**config.mk**
```make
export PLATFORM = sky130hd
export DESIGN_NAME = sharp_coef_norm
export DESIGN_NICKNAME = d
export VERILOG_FILES = /design/src/rtl/sharp_coef_pkg.sv /design/src/rtl/sharp_tap_rom.sv /design/src/rtl/sharp_range_map.sv /design/src/rtl/sharp_seq_div.sv /design/src/rtl/sharp_coef_norm.sv
export SDC_FILE = /design/constraint.sdc
export NUM_CORES = 1
export LEC_CHECK = 0
export BUFFER_PORTS_ARGS = -buffer_cell sky130_fd_sc_hd__buf_4
export CAP_MARGIN = 25
export CORE_ASPECT_RATIO = 0.75
export CORE_MARGIN = 5
export CORE_UTILIZATION = 50
export CTS_CLUSTER_DIAMETER = 60
export CTS_CLUSTER_SIZE = 8
export DETAILED_ROUTE_END_ITERATION = 10
export PLACE_DENSITY = 0.69
export SETUP_SLACK_MARGIN = 0.3
export SYNTH_ARGS = -nofsm -noshare
export SYNTH_HDL_FRONTEND = slang
export SYNTH_SLANG_ARGS = --single-unit
```
**constraint.sdc**
```tcl
create_clock -name clk_i -period 4.5 [get_ports clk_i]
set_input_delay 0.675 -clock clk_i [delete_from_list [all_inputs] [get_ports clk_i]]
set_output_delay 0.675 -clock clk_i [all_outputs]
set_load 0.05 [all_outputs]
```
**src/rtl/sharp_coef_pkg.sv**
```systemverilog
package sharp_coef_pkg;

    // Percent scale used by both the normalization and the mantissa step.
    localparam int unsigned PCT_FULL        = 100;
    // Mantissa shift for the widest band (exponent 0); each step up adds one.
    localparam int unsigned MANT_SHIFT_BASE = 8;
    localparam int unsigned TABLE_COUNT     = 3;

    typedef enum logic [2:0] {
        ST_IDLE,
        ST_SUM,
        ST_ZERO,
        ST_NORM_GO,
        ST_NORM_WAIT,
        ST_MANT_GO,
        ST_MANT_WAIT
    } norm_state_e;

    // Band of a percentage: small values get a larger exponent.
    function automatic logic [1:0] pct_band(input logic [7:0] pct);
        if (pct < 8'd25)       return 2'd3;
        else if (pct < 8'd50)  return 2'd2;
        else if (pct < 8'd100) return 2'd1;
        else                   return 2'd0;
    endfunction

endpackage

```
**src/rtl/sharp_tap_rom.sv**
```systemverilog
module sharp_tap_rom
    import sharp_coef_pkg::*;
#(
    parameter int unsigned NTAPS = 7,
    parameter int unsigned TAP_W = 12,
    parameter int unsigned WIN_W = 2,
    parameter int unsigned IDX_W = 3,
    parameter logic [NTAPS*TAP_W-1:0] TABLE_A = '0,
    parameter logic [NTAPS*TAP_W-1:0] TABLE_B = '0,
    parameter logic [NTAPS*TAP_W-1:0] TABLE_C = '0
) (
    input  logic [WIN_W-1:0] win_i,
    input  logic [IDX_W-1:0] idx_i,
    output logic [TAP_W-1:0] tap_o
);

    localparam int unsigned BANK_BITS = NTAPS * TAP_W;
    localparam logic [TABLE_COUNT*BANK_BITS-1:0] ALL_TABLES = {TABLE_C, TABLE_B, TABLE_A};

    logic [TAP_W-1:0] bank [TABLE_COUNT][NTAPS];
    logic [1:0]       sel;

    for (genvar g = 0; g < TABLE_COUNT; g++) begin : g_table
        for (genvar k = 0; k < NTAPS; k++) begin : g_tap
            assign bank[g][k] = ALL_TABLES[(g*NTAPS + k)*TAP_W +: TAP_W];
        end
    end

    always_comb begin
        if (win_i == '0)                sel = 2'd0;
        else if (win_i == WIN_W'(1))    sel = 2'd1;
        else                            sel = 2'd2;

        tap_o = '0;
        if (idx_i < IDX_W'(NTAPS)) begin
            tap_o = bank[sel][idx_i];
        end
    end

endmodule

```
**src/rtl/sharp_range_map.sv**
```systemverilog
module sharp_range_map
    import sharp_coef_pkg::*;
#(
    parameter int unsigned PCT_W = 8,
    parameter int unsigned EXP_W = 3,
    parameter int unsigned DIV_W = 19
) (
    input  logic [PCT_W-1:0] pct_i,
    output logic [EXP_W-1:0] exp_o,
    output logic [DIV_W-1:0] dividend_o
);

    logic [1:0] band;
    logic [3:0] shamt;

    always_comb begin
        band       = pct_band(8'(pct_i));
        shamt      = 4'(MANT_SHIFT_BASE) + 4'(band);
        exp_o      = EXP_W'(band);
        dividend_o = DIV_W'(pct_i) << shamt;
    end

endmodule

```
**src/rtl/sharp_seq_div.sv**
```systemverilog
module sharp_seq_div #(
    parameter int unsigned NUM_W = 19,
    parameter int unsigned DEN_W = 16
) (
    input  logic             clk_i,
    input  logic             rst_ni,
    input  logic             go_i,
    input  logic [NUM_W-1:0] num_i,
    input  logic [DEN_W-1:0] den_i,
    output logic [NUM_W-1:0] quo_o,
    output logic             fin_o
);

    localparam int unsigned CNT_W = $clog2(NUM_W + 1);

    typedef struct packed {
        logic             run;
        logic             fin;
        logic [CNT_W-1:0] cnt;
        logic [DEN_W-1:0] den;
        logic [DEN_W-1:0] rem;
        logic [NUM_W-1:0] quo;
    } div_state_t;

    div_state_t s_d, s_q;
    logic [DEN_W:0] trial;
    logic [DEN_W:0] den_ext;

    always_comb begin
        s_d     = s_q;
        s_d.fin = 1'b0;
        trial   = {s_q.rem, s_q.quo[NUM_W-1]};
        den_ext = {1'b0, s_q.den};

        if (!s_q.run) begin
            if (go_i) begin
                s_d.run = 1'b1;
                s_d.cnt = CNT_W'(NUM_W);
                s_d.den = den_i;
                s_d.rem = '0;
                s_d.quo = num_i;
            end
        end else begin
            if (trial >= den_ext) begin
                s_d.rem = DEN_W'(trial - den_ext);
                s_d.quo = {s_q.quo[NUM_W-2:0], 1'b1};
            end else begin
                s_d.rem = trial[DEN_W-1:0];
                s_d.quo = {s_q.quo[NUM_W-2:0], 1'b0};
            end
            s_d.cnt = s_q.cnt - CNT_W'(1);
            if (s_q.cnt == CNT_W'(1)) begin
                s_d.run = 1'b0;
                s_d.fin = 1'b1;
            end
        end
    end

    always_ff @(posedge clk_i or negedge rst_ni) begin
        if (!rst_ni) s_q <= '0;
        else         s_q <= s_d;
    end

    assign quo_o = s_q.quo;
    assign fin_o = s_q.fin;

endmodule

```
**src/rtl/sharp_coef_norm.sv**
```systemverilog
module sharp_coef_norm
    import sharp_coef_pkg::*;
#(
    parameter int unsigned NTAPS  = 7,
    parameter int unsigned TAP_W  = 12,
    parameter int unsigned SUM_W  = 16,
    parameter int unsigned WIN_W  = 2,
    parameter int unsigned EXP_W  = 3,
    parameter int unsigned MANT_W = 9,
    parameter logic [NTAPS*TAP_W-1:0] TABLE_A =
        {12'd4, 12'd16, 12'd40, 12'd64, 12'd40, 12'd16, 12'd4},
    parameter logic [NTAPS*TAP_W-1:0] TABLE_B =
        {12'd2, 12'd10, 12'd30, 12'd50, 12'd30, 12'd10, 12'd2},
    parameter logic [NTAPS*TAP_W-1:0] TABLE_C =
        {12'd1, 12'd6, 12'd20, 12'd32, 12'd20, 12'd6, 12'd1}
) (
    input  logic                    clk_i,
    input  logic                    rst_ni,
    input  logic                    start_i,
    input  logic [WIN_W-1:0]        win_i,
    output logic                    done_o,
    output logic                    err_o,
    output logic [NTAPS-1:0]        coef_sign_o,
    output logic [NTAPS*EXP_W-1:0]  coef_exp_o,
    output logic [NTAPS*MANT_W-1:0] coef_mant_o
);

    localparam int unsigned IDX_W = (NTAPS > 1) ? $clog2(NTAPS) : 1;
    localparam int unsigned PCT_W = 8;
    localparam int unsigned MUL_W = TAP_W + 7;
    localparam int unsigned MAP_W = PCT_W + MANT_SHIFT_BASE + 3;
    localparam int unsigned DIV_W = (MUL_W > MAP_W) ? MUL_W : MAP_W;
    localparam logic [IDX_W-1:0] LAST_IDX = IDX_W'(NTAPS - 1);

    typedef struct packed {
        norm_state_e                   st;
        logic [WIN_W-1:0]              win;
        logic [IDX_W-1:0]              idx;
        logic [SUM_W-1:0]              sum;
        logic [PCT_W-1:0]              pct;
        logic                          err;
        logic                          done;
        logic [NTAPS-1:0][EXP_W-1:0]   exps;
        logic [NTAPS-1:0][MANT_W-1:0]  mants;
    } norm_state_t;

    norm_state_t s_d, s_q;

    logic [TAP_W-1:0] tap;
    logic [SUM_W-1:0] sum_nx;
    logic             div_go;
    logic [DIV_W-1:0] div_num;
    logic [SUM_W-1:0] div_den;
    logic [DIV_W-1:0] div_quo;
    logic             div_fin;
    logic [EXP_W-1:0] map_exp;
    logic [DIV_W-1:0] map_num;
    logic             busy;

    sharp_tap_rom #(
        .NTAPS   (NTAPS),
        .TAP_W   (TAP_W),
        .WIN_W   (WIN_W),
        .IDX_W   (IDX_W),
        .TABLE_A (TABLE_A),
        .TABLE_B (TABLE_B),
        .TABLE_C (TABLE_C)
    ) u_rom (
        .win_i (s_q.win),
        .idx_i (s_q.idx),
        .tap_o (tap)
    );

    sharp_range_map #(
        .PCT_W (PCT_W),
        .EXP_W (EXP_W),
        .DIV_W (DIV_W)
    ) u_map (
        .pct_i      (s_q.pct),
        .exp_o      (map_exp),
        .dividend_o (map_num)
    );

    sharp_seq_div #(
        .NUM_W (DIV_W),
        .DEN_W (SUM_W)
    ) u_div (
        .clk_i  (clk_i),
        .rst_ni (rst_ni),
        .go_i   (div_go),
        .num_i  (div_num),
        .den_i  (div_den),
        .quo_o  (div_quo),
        .fin_o  (div_fin)
    );

    always_comb begin
        s_d      = s_q;
        s_d.done = 1'b0;
        div_go   = 1'b0;
        div_num  = '0;
        div_den  = '0;
        sum_nx   = s_q.sum + SUM_W'(tap);

        unique case (s_q.st)
            ST_IDLE: begin
                if (start_i) begin
                    s_d.win = win_i;
                    s_d.sum = '0;
                    s_d.idx = '0;
                    s_d.st  = ST_SUM;
                end
            end
            ST_SUM: begin
                s_d.sum = sum_nx;
                if (s_q.idx == LAST_IDX) begin
                    s_d.idx = '0;
                    s_d.st  = (sum_nx == '0) ? ST_ZERO : ST_NORM_GO;
                end else begin
                    s_d.idx = s_q.idx + IDX_W'(1);
                end
            end
            ST_ZERO: begin
                s_d.exps  = '0;
                s_d.mants = '0;
                s_d.err   = 1'b1;
                s_d.done  = 1'b1;
                s_d.st    = ST_IDLE;
            end
            ST_NORM_GO: begin
                s_d.err = 1'b0;
                div_go  = 1'b1;
                div_num = DIV_W'(tap) * DIV_W'(PCT_FULL);
                div_den = s_q.sum;
                s_d.st  = ST_NORM_WAIT;
            end
            ST_NORM_WAIT: begin
                if (div_fin) begin
                    s_d.pct = PCT_W'(div_quo);
                    s_d.st  = ST_MANT_GO;
                end
            end
            ST_MANT_GO: begin
                div_go              = 1'b1;
                div_num             = map_num;
                div_den             = SUM_W'(PCT_FULL);
                s_d.exps[s_q.idx]   = map_exp;
                s_d.st              = ST_MANT_WAIT;
            end
            ST_MANT_WAIT: begin
                if (div_fin) begin
                    s_d.mants[s_q.idx] = MANT_W'(div_quo);
                    if (s_q.idx == LAST_IDX) begin
                        s_d.done = 1'b1;
                        s_d.st   = ST_IDLE;
                    end else begin
                        s_d.idx = s_q.idx + IDX_W'(1);
                        s_d.st  = ST_NORM_GO;
                    end
                end
            end
            default: s_d.st = ST_IDLE;
        endcase
    end

    always_ff @(posedge clk_i or negedge rst_ni) begin
        if (!rst_ni) s_q <= '{st: ST_IDLE, default: '0};
        else         s_q <= s_d;
    end

    assign busy        = (s_q.st != ST_IDLE);
    assign done_o      = s_q.done;
    assign err_o       = s_q.err;
    assign coef_sign_o = '0;
    assign coef_exp_o  = s_q.exps;
    assign coef_mant_o = s_q.mants;

endmodule

```
# [Yosys cells after proc, flatten, opt, wreduce, memory -nomap -nowiden]
# Index checks and enable logic that the tools add are counted.
[op_classes] addsub=5 mul=1 order_cmp=9 n_eq_ne=14 n_shift=1 muxes=48 n_bitwise=3 n_reduce_logical=18
[ops] cell="$bmux W84 S2" n=1
[ops] cell="$mux W84" n=2
[ops] cell="$pmux W63 S2" n=1
[ops] cell="$mux W35" n=2
[ops] cell="$pmux W16 S2" n=2
[ops] cell="$bwmux W63" n=1
[ops] cell="$mux W63" n=1
[ops] cell="$mux W56" n=1
[ops] cell="$pmux W21 S2" n=1
[ops] cell="$pmux W19 S2" n=1
[ops] cell="$bmux W12 S3" n=1
[ops] cell="$mux W12" n=3
[ops] cell="$demux W9 S3" n=1
[ops] cell="$mux W24" n=1
[ops] cell="$bwmux W21" n=1
[ops] cell="$mux W3" n=7
[ops] cell="$shl A8 B4 Y19" n=1
[ops] cell="$pmux W3 S6" n=1
[ops] cell="$ge A17 B16 Y1" n=1
[ops] cell="$mul A12 B5 Y17 const B" n=1
[ops] cell="$add A16 B12 Y16" n=1
[ops] cell="$logic_not A16 Y1" n=1
[ops] cell="$sub A16 B16 Y16" n=1
[ops] cell="$eq A3 B3 Y1 const B" n=4
[ops] cell="35 further kinds" n=61
[word_totals] ff_bits=176 inputBits=5 elab_cells=126

# [Longest topological paths before layout]
[logic_depth] ltp_word=16 ltp_mapped=18

# [Hierarchy]
# Synthesis repeated with hierarchy kept, for this count alone.
[hier_totals] cells_unflattened=1339 hier_area_um2=11786.3
[modules_own_cells] mod="sharp_coef_norm" n_inst=1 cells_per_inst=846 area_per_inst_um2=7573.5
[modules_own_cells] mod="sharp_seq_div" n_inst=1 cells_per_inst=395 area_per_inst_um2=3538.4
[modules_own_cells] mod="sharp_range_map" n_inst=1 cells_per_inst=61 area_per_inst_um2=431.7
[modules_own_cells] mod="sharp_tap_rom" n_inst=1 cells_per_inst=37 area_per_inst_um2=242.7

# [Least setup slack after synthesis]
# No wires, ideal clock.
[synth_path] path_kind="register to register" from="register s_q[112] (netlist bit)" to="register u_div.s_q (netlist bit u_div.quo_o[13])" setup_time_ps=135 arrival_time_ps=3938 t_required_ps=4365 path_slack_ps=427 path_stages_with_launch=18 period_less_slack_ps=4073 cell_sequence="dfrtp_1 clkbuf_1 clkbuf_1 xor2_1 and2_1 a31oi_1 nor2_1 ha_1 ha_1 fa_1 ha_1 a21oi_1 nor2b_1 o21a_1 o41a_1 xor2_1 a22oi_1 o21ai_0"
[synth_between] elab_chain_cells=9 elab_cells_between_ends=10 cone_classes="mul (1); order compare (1); mux (7); bitwise (1)"
[synth_lines] element="start: declaration" line="sharp_coef_norm.sv:47" source="norm_state_t s_d, s_q;"
[synth_lines] element="start signal: assignment" line="sharp_coef_norm.sv:167" source="if (!rst_ni) s_q <= '{st: ST_IDLE, default: '0};"
[synth_lines] element="start signal: assignment" line="sharp_coef_norm.sv:168" source="else s_q <= s_d;"
[synth_lines] element="$not A3 Y4 (implied by the code)" line="sharp_tap_rom.sv:36" source="tap_o = bank[sel][idx_i];"
[synth_lines] element="$bmux W12 S3" line="sharp_tap_rom.sv:36"
[synth_lines] element="$mux W12 (implied by the code) (2 in series)" line="sharp_tap_rom.sv:36"
[synth_lines] element="$mux W12 *" line="sharp_tap_rom.sv:35" source="if (idx_i < IDX_W'(NTAPS)) begin"
[synth_lines] element="$mul A12 B5 Y17 *" line="sharp_coef_norm.sv:133" source="div_num = DIV_W'(tap) * DIV_W'(PCT_FULL);"
[synth_lines] element="$pmux W19 S2 *" line="sharp_coef_norm.sv:105" source="unique case (s_q.st)"
[synth_lines] element="$mux W56 *" line="sharp_seq_div.sv:36" source="if (go_i) begin"
[synth_lines] element="$mux W35 *" line="sharp_seq_div.sv:35" source="if (!s_q.run) begin"
[synth_lines] element="end signal: assignment" line="sharp_seq_div.sv:60" source="if (!rst_ni) s_q <= '0;"
[synth_lines] element="end signal: assignment" line="sharp_seq_div.sv:61" source="else s_q <= s_d;"
[synth_lines] element="end: declaration" line="sharp_seq_div.sv:25" source="div_state_t s_d, s_q;"
# Mark *: on every way between the ends. The rest lies on a longest branch, timed or not. The select of a mux whose other input is x is not followed.
# A chain may end at the register's enable or synchronous reset.

# [Worst setup path after layout]
[layout_path] from="register s_q[114] (netlist bit)" to="register u_div.s_q (netlist bit u_div.quo_o[13])"
[layout_between] elab_chain_cells=15 elab_cells_between_ends=16 cone_classes="mul (1); eq/ne (1); mux (12); bitwise (1); reduce/logical (1)"
[layout_lines] element="$eq A2 B1 Y1" line="sharp_tap_rom.sv:31" source="else if (win_i == WIN_W'(1)) sel = 2'd1;"
[layout_lines] element="$mux W2" line="sharp_tap_rom.sv:31"
[layout_lines] element="$mux W2 *" line="sharp_tap_rom.sv:30" source="if (win_i == '0) sel = 2'd0;"
[layout_lines] element="$not A2 Y3 (implied by the code) *" line="sharp_tap_rom.sv:36"
[layout_lines] element="$bmux W84 S2 *" line="sharp_tap_rom.sv:36"
[layout_lines] element="$mux W84 (implied by the code) * (2 in series)" line="sharp_tap_rom.sv:36"
[layout_lines] element="$bmux W12 S3 *" line="sharp_tap_rom.sv:36"
[layout_lines] element="$mux W12 (implied by the code) * (2 in series)" line="sharp_tap_rom.sv:36"
[layout_lines] element="$mux W12 *" line="sharp_tap_rom.sv:35"
[layout_lines] element="$mul A12 B5 Y17 *" line="sharp_coef_norm.sv:133"
[layout_lines] element="$pmux W19 S2 *" line="sharp_coef_norm.sv:105"
[layout_lines] element="$mux W56 *" line="sharp_seq_div.sv:36"
[layout_lines] element="$mux W35 *" line="sharp_seq_div.sv:35"
# Marked as above.

==> reports/metrics.sh <==
RESULT_OF_THE_RUN='completed'
GRT.MET2_USAGE_PCT=29.9
REPORT.FINAL.SLEW_VIOL_COUNT=0
LAYOUT_MIN_CYCLE_TIME_NS=3.94
CLOCK-SKEW-FINAL_NS=0.0157
ROUTEDWLPERCELL_UM=18.3
CTS.REPORTEDPATHS.CLKPINSLEW_NS=0.07
GRT_FIRST_PASS_WIRELENGTH_UM=40500
FMAX_GHz=0.254
GRT_USAGE_PCT=20.9
MAXIMUM_NUMBER_OF_PINS_ON_ONE_NET_BEFORE_GLOBAL_ROUTE_REPAIR=99
SYNTHESIS.YOSYS.WARNINGS=0
FILLERINSTANCES=1791
CORE_UM2=20400
DESIGN.PORTCOUNT=98
CTS_TREE='done'
H-TREE-DEPTH=4
DIE_WD_UM=177
ROUTE.DETAILED.DRC=0
DRTANTENNAVIOLNETS=0
TRITONCTS_NUM_SINKS=169
CLOCKROOTBUFFER='clkbuf_16'
CP.REQUIRED_NS=4.80
OVERFLOW=0
ASYNCSETRESETFLOPFRACSYNTH_PCT=100
CTSLONGESTPATHBUFFERS=2
LAYOUT_WORST_PATH_CYCLE_SHARE_PCT=87.6
POST_SYNTH.CELL_AREA_AVG_UM2=9.51
NETLIST-CELL-TYPE-COUNT=63
DRT-VIAS-PER-INSTANCE=5.96
DRV_CAP=0
TIMING.CRITICAL_PATH.CELLS='or3_4 > a21oi_2 > a31oi_2 > o32ai_4 > ha_1 > ha_1 > fa_1 > ha_4 > a21oi_2 > nor2b_1 > o21a_1 > o41a_1 > xor2_1 > a22oi_1 > o21ai_0'
CRIT_ARRIVAL_NS=4.24
LAYOUT-DRIVE-GT1-SHARE_PCT=16.1
DPL.HPWL_UM=17100
SYNTH_EDF_COUNT=0
TRITONCTS.NUM_BUFFERS=17
SETUP-VIOLATIONS-FINAL=0
SEQ_AREA_UM2=4240
CP_MAX_FO=6
CRITPATHLAUNCH='s_q[114]'
POWER_DENSITY_nW_PER_UM2=270
STD_CELL_ROWS=45
DRT_PASS_1_ITERS=6
NUM_VIAS=8094
DOMINANTREGCELLSYNTH='dfrtp_1'
GRT_ANTENNA_BEFORE_REPAIR=0
NUMBER_OF_GLOBAL_ROUTE_VIAS_BEFORE_REPAIR=7567
TOTALNEGATIVESETUPSLACK_NS=0
NUM_ANTENNA_CELLS=0
POST_SYNTH_INSTANCE_AREA_UM2=10400
UTILIZATION_AFTER_LAYOUT_PCT=55.3
FINALHOLDVIOLCOUNT=0
GROUTE.LAYER.MET1.USAGE_PCT=32.2
CPMAXSTAGEDELAYCELL='fa_1'
PLACE_CONGESTION=0.842
SYNTHCELLS=1095
LAYOUT-AREA-OVERHEAD-VS-SYNTH_PCT=8.26
POWER.LEAKAGE_nW=5.33
FLOORPLAN.INITIALDENSITY_PCT=51.1
WORSTSETUPPATHTYPE='reg2reg'
HOLD_PATH.CLASS='in2async'
CHIPHEIGHT_UM=135
ROUTED_WIRELENGTH_UM=24900
SEQ_AREA_FRAC_SYNTH_PCT=40.6
CLK-INSERTION-DELAY-LATE_NS=0.44
DRT_ITER0_DRC=670
TIGHTESTPINTRANSITION_NS=0.987
PLACEMENT.IO_BUFFERS=83
RSZ0062_AT_GRT='no'
WORSTSETUPSTARTPOINTTYPE='flop'
MULTI_INPUT_COMB_AREA_UM2=5180
IR_WORST_VDD_uV=243
MET3_USAGE_PCT=4.06
SETUP.WORST_PATH.END_CLASS='flop'
YS_FF_LATCH=169
RELSLEWSLACK_PCT=34.0
NUM-NETS-FINAL=1126
DESIGN.DIE.AREA_UM2=23800
WORST_PATH_LARGEST_CELL_DELAY_NS=0.56
WORSTREG2REGSTART='s_q[114]'
GR-MAX-USAGE-LAYER='met1'
-- cell usage in the layout, fill, tap and decap left out, types with 9 or more instances in the layout --
cell type / count
nand2b_1: 11
a21oi_1: 58
nand2_1: 96
nor2_1: 64
inv_1: 34
ha_1: 52
nor2b_1: 12
buf_4: 95
o21ai_0: 63
o211ai_1: 9
a22o_1: 143
xnor2_1: 15
nand3_1: 9
mux2_2: 15
conb_1: 14
o31ai_1: 10
clkbuf_16: 17
dfrtp_1: 164
a211oi_1: 17
xor2_1: 11
nor3_1: 24
-- metal layers --
metal	up-vias	wire length, µm
met2	224	10800
met4	0	289
met1	4009	12400
li1	3838	-
met5	-	0
met3	23	1430
-- worst max-delay path, delay by kind of cell (launching register included) --
kind,cells,cell delay (ns)
compound gates,8,1.36
xor+xnor,1,0.15
fa+ha+maj,4,1.39
flops,1,0.44
simple gates,2,0.45
-- state kept, by name, indices dropped and copies added, names as in the netlist --
register / flops
u_div.fin_o: 1
coef_exp_o: 14
err_o: 1
u_div.den_ext: 16
done_o: 1
u_div.s_q: 22
u_div.quo_o: 19
coef_mant_o: 63
s_q: 32
-- cells by family (layout without fill, tap and decap cells) --
kind of cell | after synthesis | in the layout | synth area share (%)
other cells | 1 | 14 | 0.0360
mux | 24 | 24 | 2.54
xor+xnor | 26 | 26 | 2.19
fa+ha+maj | 58 | 58 | 7.26
compound gates | 365 | 365 | 25.4
simple gates | 256 | 256 | 11.2
flops | 169 | 169 | 40.6
buf+inv | 196 | 164 | 10.8
-- Yosys cell counts, drive strengths merged, types with 4 or more instances --
cell type / count / area share [%]
a211oi: 17 / 1.2
a21oi: 60 / 2.9
ha: 54 / 6.5
or3: 8 / 0.48
fa: 4 / 0.77
or2: 6 / 0.36
buf: 118 / 8.0
nor2: 66 / 2.4
nor2b: 12 / 0.72
o21ai: 65 / 3.1
mux2i: 8 / 0.77
xnor2: 15 / 1.3
nand4: 6 / 0.36
a31oi: 8 / 0.48
o21a: 6 / 0.43
nand3: 9 / 0.43
o41ai: 4 / 0.34
nor3: 25 / 1.2
a21o: 8 / 0.58
a22o: 143 / 12
nor4: 5 / 0.30
nand2b: 11 / 0.66
o31ai: 10 / 0.72
mux2: 16 / 1.8
xor2: 11 / 0.93
clkbuf: 44 / 1.6
dfrtp: 169 / 41
inv: 34 / 1.2
nand2: 97 / 3.5
o211ai: 9 / 0.65
a22oi: 8 / 0.58
-- what timing repair did --
action | in CTS | in global routing
hold buffers | 0 | 0
cloned | 0 | 0
pin swaps | 0 | 3
endpoints found under the hold margin | 0 | 0
resized for setup | 2 | 13
setup endpoints to repair | 1 | 4
setup buffers | 0 | 3
-- layout make-up --
cell class / count / area share, %
sequential: 169 / 37.6
clock inverter: 14 / 1.39
tap: 282 / 3.13
timing repair buffer: 98 / 6.85
inverter: 34 / 1.13
clock buffer: 18 / 3.90
multi-input combinational: 743 / 46.0
-- path summary, 6_finish.rpt --
path	end	slack, ns	depth (start not counted)
max in group asynchronous	coef_mant_o[52]	3.41	3
setup reg to reg	u_div.quo_o[13]	0.56	15
hold reg to reg	u_div.quo_o[17]	0.50	2
hold / removal	s_q[107]	0.24	2
min in group clk_i	s_q[114]	0.48	3
setup / recovery	u_div.quo_o[13]	0.56	15
-- power breakdown --
part           internal, mW  switching (mW)  total, mW
registers              1.52               0       1.52
logic               0.00679          0.0560     0.0627
clock network         0.758           0.698       1.46
-- through the flow --
| step | std cells | area (µm²) | setup WS [ns] | power (mW) | hold WS (ns) |
|---|---|---|---|---|---|
| 6_report | 1358 | 11300 | 0.558 | 3.04 | 0.237 |
| 5_1_grt | 1358 | 11300 | 0.302 | 3.13 | 0.297 |
| 4_1_cts | 1354 | 11200 | 0.301 | 3.07 | 0.378 |
| 3_5_place_dp | 1322 | 10500 | 0.272 | 1.61 | 0.475 |
| 3_3_place_gp | 1322 | 10500 | 0.381 | 1.61 | 0.471 |
| 2_1_floorplan | 1108 | 10500 | 0.427 | 1.58 | 0.379 |
Note: power is estimated with default switching activity, not from simulation.
